### src/rtl/dshift_pkg.sv
// Package: dshift_pkg
// Holds the encoding of the operation select that the shift unit uses.
// Bits [3:2] of the select give the amount form and bits [1:0] give the shift kind.
package dshift_pkg;

    // Direction and fill rule of the shift.
    typedef enum logic [1:0] {
        KIND_LEFT_ZERO  = 2'b00,
        KIND_RIGHT_ZERO = 2'b01,
        KIND_RIGHT_SIGN = 2'b10,
        KIND_UNUSED     = 2'b11
    } shift_kind_e;

    // Where the shift amount comes from.
    typedef enum logic [1:0] {
        FORM_IMM      = 2'b00,
        FORM_IMM_HIGH = 2'b01,
        FORM_REG      = 2'b10,
        FORM_UNUSED   = 2'b11
    } amt_form_e;

    // Full select word: the form sits above the kind.
    typedef struct packed {
        amt_form_e   form;
        shift_kind_e kind;
    } shift_op_t;

endpackage

### src/rtl/dshift_amount_gen.sv
// Module: dshift_amount_gen
// Works out the shift amount from the selected form.
// The immediate form zero-extends the field. The high form sets the top amount
// bit, which adds half the data width to the field. The register form keeps
// only the low AMT_W bits of the register operand.
// Assumes DATA_W is a power of two, so IMM_W = AMT_W - 1.
module dshift_amount_gen #(
    parameter int DATA_W = 64,
    localparam int AMT_W = $clog2(DATA_W),
    localparam int IMM_W = AMT_W - 1
) (
    input  dshift_pkg::amt_form_e form,
    input  logic [IMM_W-1:0]      sa_field,
    input  logic [DATA_W-1:0]     amt_reg,
    output logic [AMT_W-1:0]      amt,
    output logic                  form_ok
);
    import dshift_pkg::*;

    // Select the amount source and flag the unused form.
    always_comb begin
        amt     = '0;
        form_ok = 1'b1;
        case (form)
            FORM_IMM:      amt = {1'b0, sa_field};
            FORM_IMM_HIGH: amt = {1'b1, sa_field};
            FORM_REG:      amt = amt_reg[AMT_W-1:0];
            default: begin
                amt     = '0;
                form_ok = 1'b0;
            end
        endcase
    end

endmodule

### src/rtl/dshift_barrel_core.sv
// Module: dshift_barrel_core
// Logarithmic barrel shifter with AMT_W stages. Stage s moves the data by 2**s
// when bit s of the amount is set. A right shift reverses the operand, shifts
// it left and reverses the result again. Vacated positions take the fill bit.
// Assumes that amt is smaller than DATA_W, which holds by its width.
module dshift_barrel_core #(
    parameter int DATA_W = 64,
    localparam int AMT_W = $clog2(DATA_W)
) (
    input  logic [DATA_W-1:0] operand,
    input  logic [AMT_W-1:0]  amt,
    input  logic              dir_right,
    input  logic              fill,
    output logic [DATA_W-1:0] shifted
);
    logic [DATA_W-1:0] reversed_in;
    logic [DATA_W-1:0] pre;
    logic [DATA_W-1:0] reversed_out;
    logic [DATA_W-1:0] stg [0:AMT_W];

    genvar gi, gs;

    // Bit-reverse the operand so that a right shift becomes a left shift.
    generate
        for (gi = 0; gi < DATA_W; gi++) begin : g_rev_in
            assign reversed_in[gi] = operand[DATA_W-1-gi];
        end
    endgenerate

    // Choose between the plain operand and the reversed operand.
    assign pre    = dir_right ? reversed_in : operand;
    assign stg[0] = pre;

    // One mux stage per bit of the amount. Each stage moves the data by a power of two.
    generate
        for (gs = 0; gs < AMT_W; gs++) begin : g_stage
            localparam int STEP = 2 ** gs;
            assign stg[gs+1] = amt[gs] ? {stg[gs][DATA_W-1-STEP:0], {STEP{fill}}}
                                       : stg[gs];
        end
    endgenerate

    // Reverse the output of the left shifter again for right shifts.
    generate
        for (gi = 0; gi < DATA_W; gi++) begin : g_rev_out
            assign reversed_out[gi] = stg[AMT_W][DATA_W-1-gi];
        end
    endgenerate

    // Put the result back in its original bit order.
    assign shifted = dir_right ? reversed_out : stg[AMT_W];

endmodule

### src/rtl/dshift_unit.sv
// Module: dshift_unit
// Top of the doubleword shift unit. It decodes the select, forms the amount,
// runs the barrel core and puts the result through an optional output
// register (OUT_REG = 1) with a synchronous active-low reset.
// An unused kind or form gives zero. Assumes DATA_W is a power of two
// and is at least 4.
module dshift_unit #(
    parameter int DATA_W  = 64,
    parameter bit OUT_REG = 1'b1,
    localparam int AMT_W  = $clog2(DATA_W),
    localparam int IMM_W  = AMT_W - 1,
    localparam int HALF_W = DATA_W / 2
) (
    input  logic              clk,
    input  logic              rst_n,
    input  logic [3:0]        op_sel,
    input  logic [DATA_W-1:0] src,
    input  logic [IMM_W-1:0]  sa_field,
    input  logic [DATA_W-1:0] amt_reg,
    output logic [DATA_W-1:0] result
);
    import dshift_pkg::*;

    shift_op_t         op;
    logic [AMT_W-1:0]  amt;
    logic              form_ok;
    logic              kind_ok;
    logic              dir_right;
    logic              fill_bit;
    logic [DATA_W-1:0] core_out;
    logic [DATA_W-1:0] next_result;

    assign op = shift_op_t'(op_sel);

    // Decode the kind into a direction, a fill bit and a valid flag.
    always_comb begin
        kind_ok   = (op.kind != KIND_UNUSED);
        dir_right = (op.kind == KIND_RIGHT_ZERO) || (op.kind == KIND_RIGHT_SIGN);
        fill_bit  = (op.kind == KIND_RIGHT_SIGN) ? src[DATA_W-1] : 1'b0;
    end

    dshift_amount_gen #(.DATA_W(DATA_W)) u_amt (
        .form     (op.form),
        .sa_field (sa_field),
        .amt_reg  (amt_reg),
        .amt      (amt),
        .form_ok  (form_ok)
    );

    dshift_barrel_core #(.DATA_W(DATA_W)) u_core (
        .operand   (src),
        .amt       (amt),
        .dir_right (dir_right),
        .fill      (fill_bit),
        .shifted   (core_out)
    );

    // Force the result to zero for unused select codes.
    assign next_result = (kind_ok && form_ok) ? core_out : '0;

    generate
        if (OUT_REG) begin : g_reg
            // Output register with synchronous active-low reset.
            always_ff @(posedge clk) begin
                if (!rst_n) result <= '0;
                else        result <= next_result;
            end

            // reset clears the result
            assert_reset_clear_R1: assert property (@(posedge clk)
                !rst_n |=> (result == '0));

            // unused kind or form gives zero
            assert_unused_zero_R9: assert property (@(posedge clk) disable iff (!rst_n)
                (rst_n && ((op_sel[1:0] == 2'b11) || (op_sel[3:2] == 2'b11)))
                |=> (result == '0));

            // immediate amount of zero returns the source unchanged
            assert_zero_pass_R10: assert property (@(posedge clk) disable iff (!rst_n)
                (rst_n && (op_sel[3:2] == 2'b00) && (op_sel[1:0] != 2'b11) && (sa_field == '0))
                |=> (result == $past(src)));

            // high-form left shift clears the whole low half
            assert_high_left_low_zero_R4: assert property (@(posedge clk) disable iff (!rst_n)
                (rst_n && (op_sel == 4'b0100))
                |=> (result[HALF_W-1:0] == '0));

            // high-form logical right shift clears the whole upper half
            assert_high_right_up_zero_R7: assert property (@(posedge clk) disable iff (!rst_n)
                (rst_n && (op_sel == 4'b0101))
                |=> (result[DATA_W-1:HALF_W] == '0));

            // high-form sign shift fills the whole upper half with the sign bit
            assert_high_sign_fill_R8: assert property (@(posedge clk) disable iff (!rst_n)
                (rst_n && (op_sel == 4'b0110))
                |=> (result[DATA_W-1:HALF_W] == {HALF_W{$past(src[DATA_W-1])}}));

            // a register operand whose low bits are zero passes the source through
            assert_reg_zero_pass_R5: assert property (@(posedge clk) disable iff (!rst_n)
                (rst_n && (op_sel[3:2] == 2'b10) && (op_sel[1:0] != 2'b11)
                       && (amt_reg[AMT_W-1:0] == '0))
                |=> (result == $past(src)));
        end else begin : g_comb
            // Combinational variant: the decoded result goes straight to the output.
            assign result = next_result;
        end
    endgenerate

endmodule

### config.mk
export PLATFORM = sky130hd
export DESIGN_NAME = dshift_unit
export DESIGN_NICKNAME = d
export VERILOG_FILES = /design/src/rtl/dshift_pkg.sv /design/src/rtl/dshift_amount_gen.sv /design/src/rtl/dshift_barrel_core.sv /design/src/rtl/dshift_unit.sv
export SDC_FILE = /design/constraint.sdc
export NUM_CORES = 1
export LEC_CHECK = 0
export ABC_AREA = 1
export BUFFER_PORTS_ARGS = -buffer_cell sky130_fd_sc_hd__buf_2
export CAP_MARGIN = 20
export CORE_MARGIN = 3
export CORE_UTILIZATION = 45
export DETAILED_ROUTE_END_ITERATION = 12
export PLACE_DENSITY = 0.69
export SKIP_CTS_REPAIR_TIMING = 1
export SYNTH_ARGS = -nofsm -noshare
export SYNTH_HDL_FRONTEND = slang
export SYNTH_SLANG_ARGS = --single-unit
### constraint.sdc
create_clock -name clk -period 2.6 [get_ports clk]
set_clock_uncertainty 0.15 [all_clocks]
set_input_delay 0.13 -clock clk [delete_from_list [all_inputs] [get_ports clk]]
set_output_delay 0.13 -clock clk [all_outputs]
set_load 0.02 [all_outputs]
**Word-level counts from Yosys, hierarchy flattened**

Cells that the tools add are included.

- Register bits: 64
- Output and inout bits: 64

- Eq/ne operators: 5
- Mux-type cells: 11
- Reductions and logical operators: 5

Operators with widths:

| operator | number |
|---|---|
| 2-to-1 mux 64 bit | 8 |
| case mux 6 bit (3 select lines) | 1 |
| equality test 2 x 1 -> 1 bit, second input constant | 2 |
| equality test 2 bit, second input constant | 2 |
| OR reduction 3 bit | 1 |
| logical NOT 2 bit | 1 |
| 2-to-1 mux 1 bit | 2 |
| inequality test 2 bit, second input constant | 1 |
| AND reduction 2 bit | 1 |
| logical AND 1 bit | 1 |
| logical OR 1 bit | 1 |

**Longest topological paths before layout**

- Depth after elaboration: 10
- Depth in mapped cells: 20

**By module**

Synthesis repeated with hierarchy kept, for this count alone.

- Cells, all modules: 1,523
- Area total of the unflattened synthesis: 8,100.3 µm²

By module, submodules not included:

| module | times used | cells each | area an instance (µm²) | sequential area each (µm²) |
|---|---|---|---|---|
| dshift_barrel_core | 1 | 1,295 | 5,962.0 | 0.0 |
| dshift_unit | 1 | 206 | 2,040.7 | 1,281.2 |
| dshift_amount_gen | 1 | 22 | 97.6 | 0.0 |

**Worst setup path before layout**

Ideal clock, no wire load.

- Path kind: input to register
- Start: input port op_sel[0]
- End: register result[58]
- Arrival: 1.747 ns
- Required time: 2.337 ns
- Setup slack: 0.590 ns
- Stages: 17
- Path buffers: 3
- Path through: inv_1 -> ha_1 -> buf_6 -> buf_6 -> buf_4 -> o21ai_0 -> nand2_1 -> nand3_1 -> nand3_1 -> nand2_1 -> nand2_1 -> nand2_1 -> nand2_1 -> nand3_1 -> nand2_1 -> nor2_1 -> nor2_1

- Longest elaborated chain between the ends: 10
- Elaborated cells between the ends (all ways): 15

RTL lines:

| item | RTL line | text |
|---|---|---|
| from (decl) | dshift_unit.sv:16 | `input logic [3:0] op_sel,` |
| equality test 2 x 1 -> 1 bit / equality test 2 bit (equally long branches) | dshift_unit.sv:38, dshift_unit.sv:39 |  |
| logical OR 1 bit | dshift_unit.sv:38 | `dir_right = (op.kind == KIND_RIGHT_ZERO) \|\| (op.kind == KIND_RIGHT_SIGN);` |
| 2-to-1 mux 64 bit | dshift_barrel_core.sv:31 | `assign pre = dir_right ? reversed_in : operand;` |
| 2-to-1 mux 64 bit (6 in a row) | dshift_barrel_core.sv:38 | `assign stg[gs+1] = amt[gs] ? {stg[gs][DATA_W-1-STEP:0], {STEP{fill}}}` |
| 2-to-1 mux 64 bit | dshift_barrel_core.sv:51 | `assign shifted = dir_right ? reversed_out : stg[AMT_W];` |
| to (signal assigned) | dshift_unit.sv:66 | `else result <= next_result;` |
| to (decl) | dshift_unit.sv:20 | `output logic [DATA_W-1:0] result` |

Several ways; a longest one is shown, not always the timed one.
A chain may end at the register's enable or synchronous reset.

**Worst setup path in the final report**

- Start: input port op_sel[0]
- End: register result[54]

Same word-level chain as after synthesis.

==> impl_metrics.toml <==
[status]
status = "completed"

[clock_tree]
clock_path_buffers = 2
cts_buffers = 9
cts_tree = "yes"
cts.sinks = 64
cts.clk_slew.worst_paths_ns = 0.05
htreeDepth = 3
cts_root_buffer = "clkbuf_16"

[pwr]
peakVddDrop_uv = 364
power_frac_seq = 0.216
power.share.switching = 0.461
p_int_mw = 2.74
power_frac_clock = 0.237
comb_power_share = 0.547
total_power_mw = 5.09
p_switching_mw = 2.34
power.density_nw_per_um2 = 532
p_leak_nw = 5.37

[sta]
slew_violations = 0
tightest_slew_ns = 0.656
hold_viol = 0
slew_headroom = 0.563
fin_crit_ns = 2.32
finalSetupViolations = 0
post-route-period-util = 0.892
finalSetupTns_ns = 0
rsz0062_at_grt = "no"
max_clock_freq_mhz = 431

[setup_path]
slowest_stage = "ha_4"
worstSetupStartpointType = "input pin"
cp_num_buf_inv = 4
path_delay_family = "simple AND/OR/NAND/NOR gates"
crit_top_cell = "nand3_1"
required_ns = 2.71
crit_chain = "buf_2 > inv_1 > ha_4 > inv_2 > buf_4 > o21ai_0 > nand2_1 > nand3_1 > nand3_1 > nand3_1 > nand3_1 > nand2_1 > nand2_1 > nand3_1 > nand2_1 > nor2_1"
max_stage_delay_ns = 0.36
setup.worst_path.start = "op_sel[0]"
path_max_fanout = 10
critPathKind = "in2reg"
cp-end-kind = "flop"
arrival_ns = 2.43

[cells_and_area]
final_cell_mix = "nand2_1 (595), nand3_1 (591), buf_2 (144)"
drive_above_1_share = 0.129
postLayoutCoreUtil = 0.527
final_common_cell = "nand2_1"
multi_input_area_um2 = 6120
antenna_cells = 0
nNetsFinal = 1875
fillCellCount = 1929
finalNonFillerCells = 1968
seq_area_um2 = 1280
largest_reg_flops = 64
syn_to_final_growth_pct = 13.7
largest_register = "result"
top_regs = "result x64"

[route]
wl_per_cell_um = 16.2
vias_per_cell = 5.64
ant_nets = 0
drc = 0
highest_layer = "met4"
num_vias = 11106
drtPass1Iterations = 6
dr_wl_met3_um = 2480
wl_met2_um = 14700
drt-met1-wl_um = 13800
initialDrtViolationCount = 1562
drt-total-wl_um = 31900

[yosys]
syn-num-nets = 1804
yosysWarnings = 0
synth_cell_type_count = 24
avgSynthCellArea_um2 = 5.06
ys_seq_elements = 64
seq_area_frac_synth = 0.152
syn-instance-count = 1663
netlist_area_um2 = 8410

[floorplanning]
start_util = 0.463
core_area_um2 = 18100
rows = 49
die-area_um2 = 20400
io_pins = 203
die_x_um = 143
fp.dieH_um = 143

[grt]
grt_antenna_before_repair = 0
grt_pass1_wl_um = 50500
overflow = 0
grt_use_total = 0.307
grt_pass1_vias = 9634
grt_max_degree = 75

[placed_design]
place_congestion = 1.08
dp_hpwl_um = 24100
numPortBuffers = 144
placed_cells = 1952

[hold_path]
min_path_type = "in2reg"
min-delay-start = "rst_n"

[job]
max_cap_violations = 0
stage by stage:
step	hold WS (ns)	cell area, um^2	setup slack (ns)
after floorplan	0.296	8410	0.590
after detailed placement	0.395	9250	0.0184
final	0.431	9560	0.280
after global placement	0.395	9250	0.0463
after global routing	0.497	9560	0.0646
after CTS	0.436	9560	0.342
power by group through the flow:
stage                     Clock, mW  Combinational (mW)  Sequential (mW)
after floorplan                   0                1.81             1.24
after global placement            0                2.70             1.12
after detailed placement          0                2.72             1.12
after CTS                      1.23                2.73             1.10
after global routing           1.28                3.09             1.11
final                          1.20                2.78             1.10
kinds of logic after synthesis:
| family | count (synthesis) | share of synthesized area |
|---|---|---|
| buffers and inverters | 217 | 0.122 |
| adder cells (fa/ha/maj) | 2 | 0.00298 |
| flip-flops | 64 | 0.152 |
| AND/OR/NAND/NOR | 1326 | 0.685 |
| AO/OA/AOI/OAI | 54 | 0.0369 |
path summary, 6_finish.rpt:
| kind | depth (start not counted) | to |
|---|---|---|
| setup / recovery | 16 | result[54] |
| hold / removal | 6 | result[10] |
layout make-up:
type / instances / area share
Timing Repair Buffer: 189 / 0.128
Sequential cell: 64 / 0.134
Inverter: 88 / 0.0353
Clock buffer: 11 / 0.0264
Clock inverter: 5 / 0.00576
Tap cell: 229 / 0.0300
Multi-Input combinational cell: 1382 / 0.641
synth_stat cells, drive strengths merged:
library cell  instances  share of area
clkbuf               30          0.013
buf                  99          0.069
nand2               599           0.27
o21a                  4         0.0036
dfxtp                64           0.15
a21oi                 1        0.00059
o22ai                 3         0.0054
nand3               592           0.35
nor2                131          0.058
o21ai                46          0.027
ha                    2         0.0030
or2                   1        0.00074
nand4                 3         0.0022
inv                  88          0.040
metal layers:
metal,vias to the layer above,track usage
met3,59,0.0399
li1,5592,-
met1,4954,0.430
met5,-,0
met4,0,0.0895
met2,501,0.492
tightest hold or removal path, stage by stage:
cell and delay, ns:
buf_2 0.09, o21ai_0 0.14, nor2_4 0.03, buf_4 0.29, nand2_1 0.14, nor2_1 0.03
Note: power is estimated with default switching activity, not from simulation.
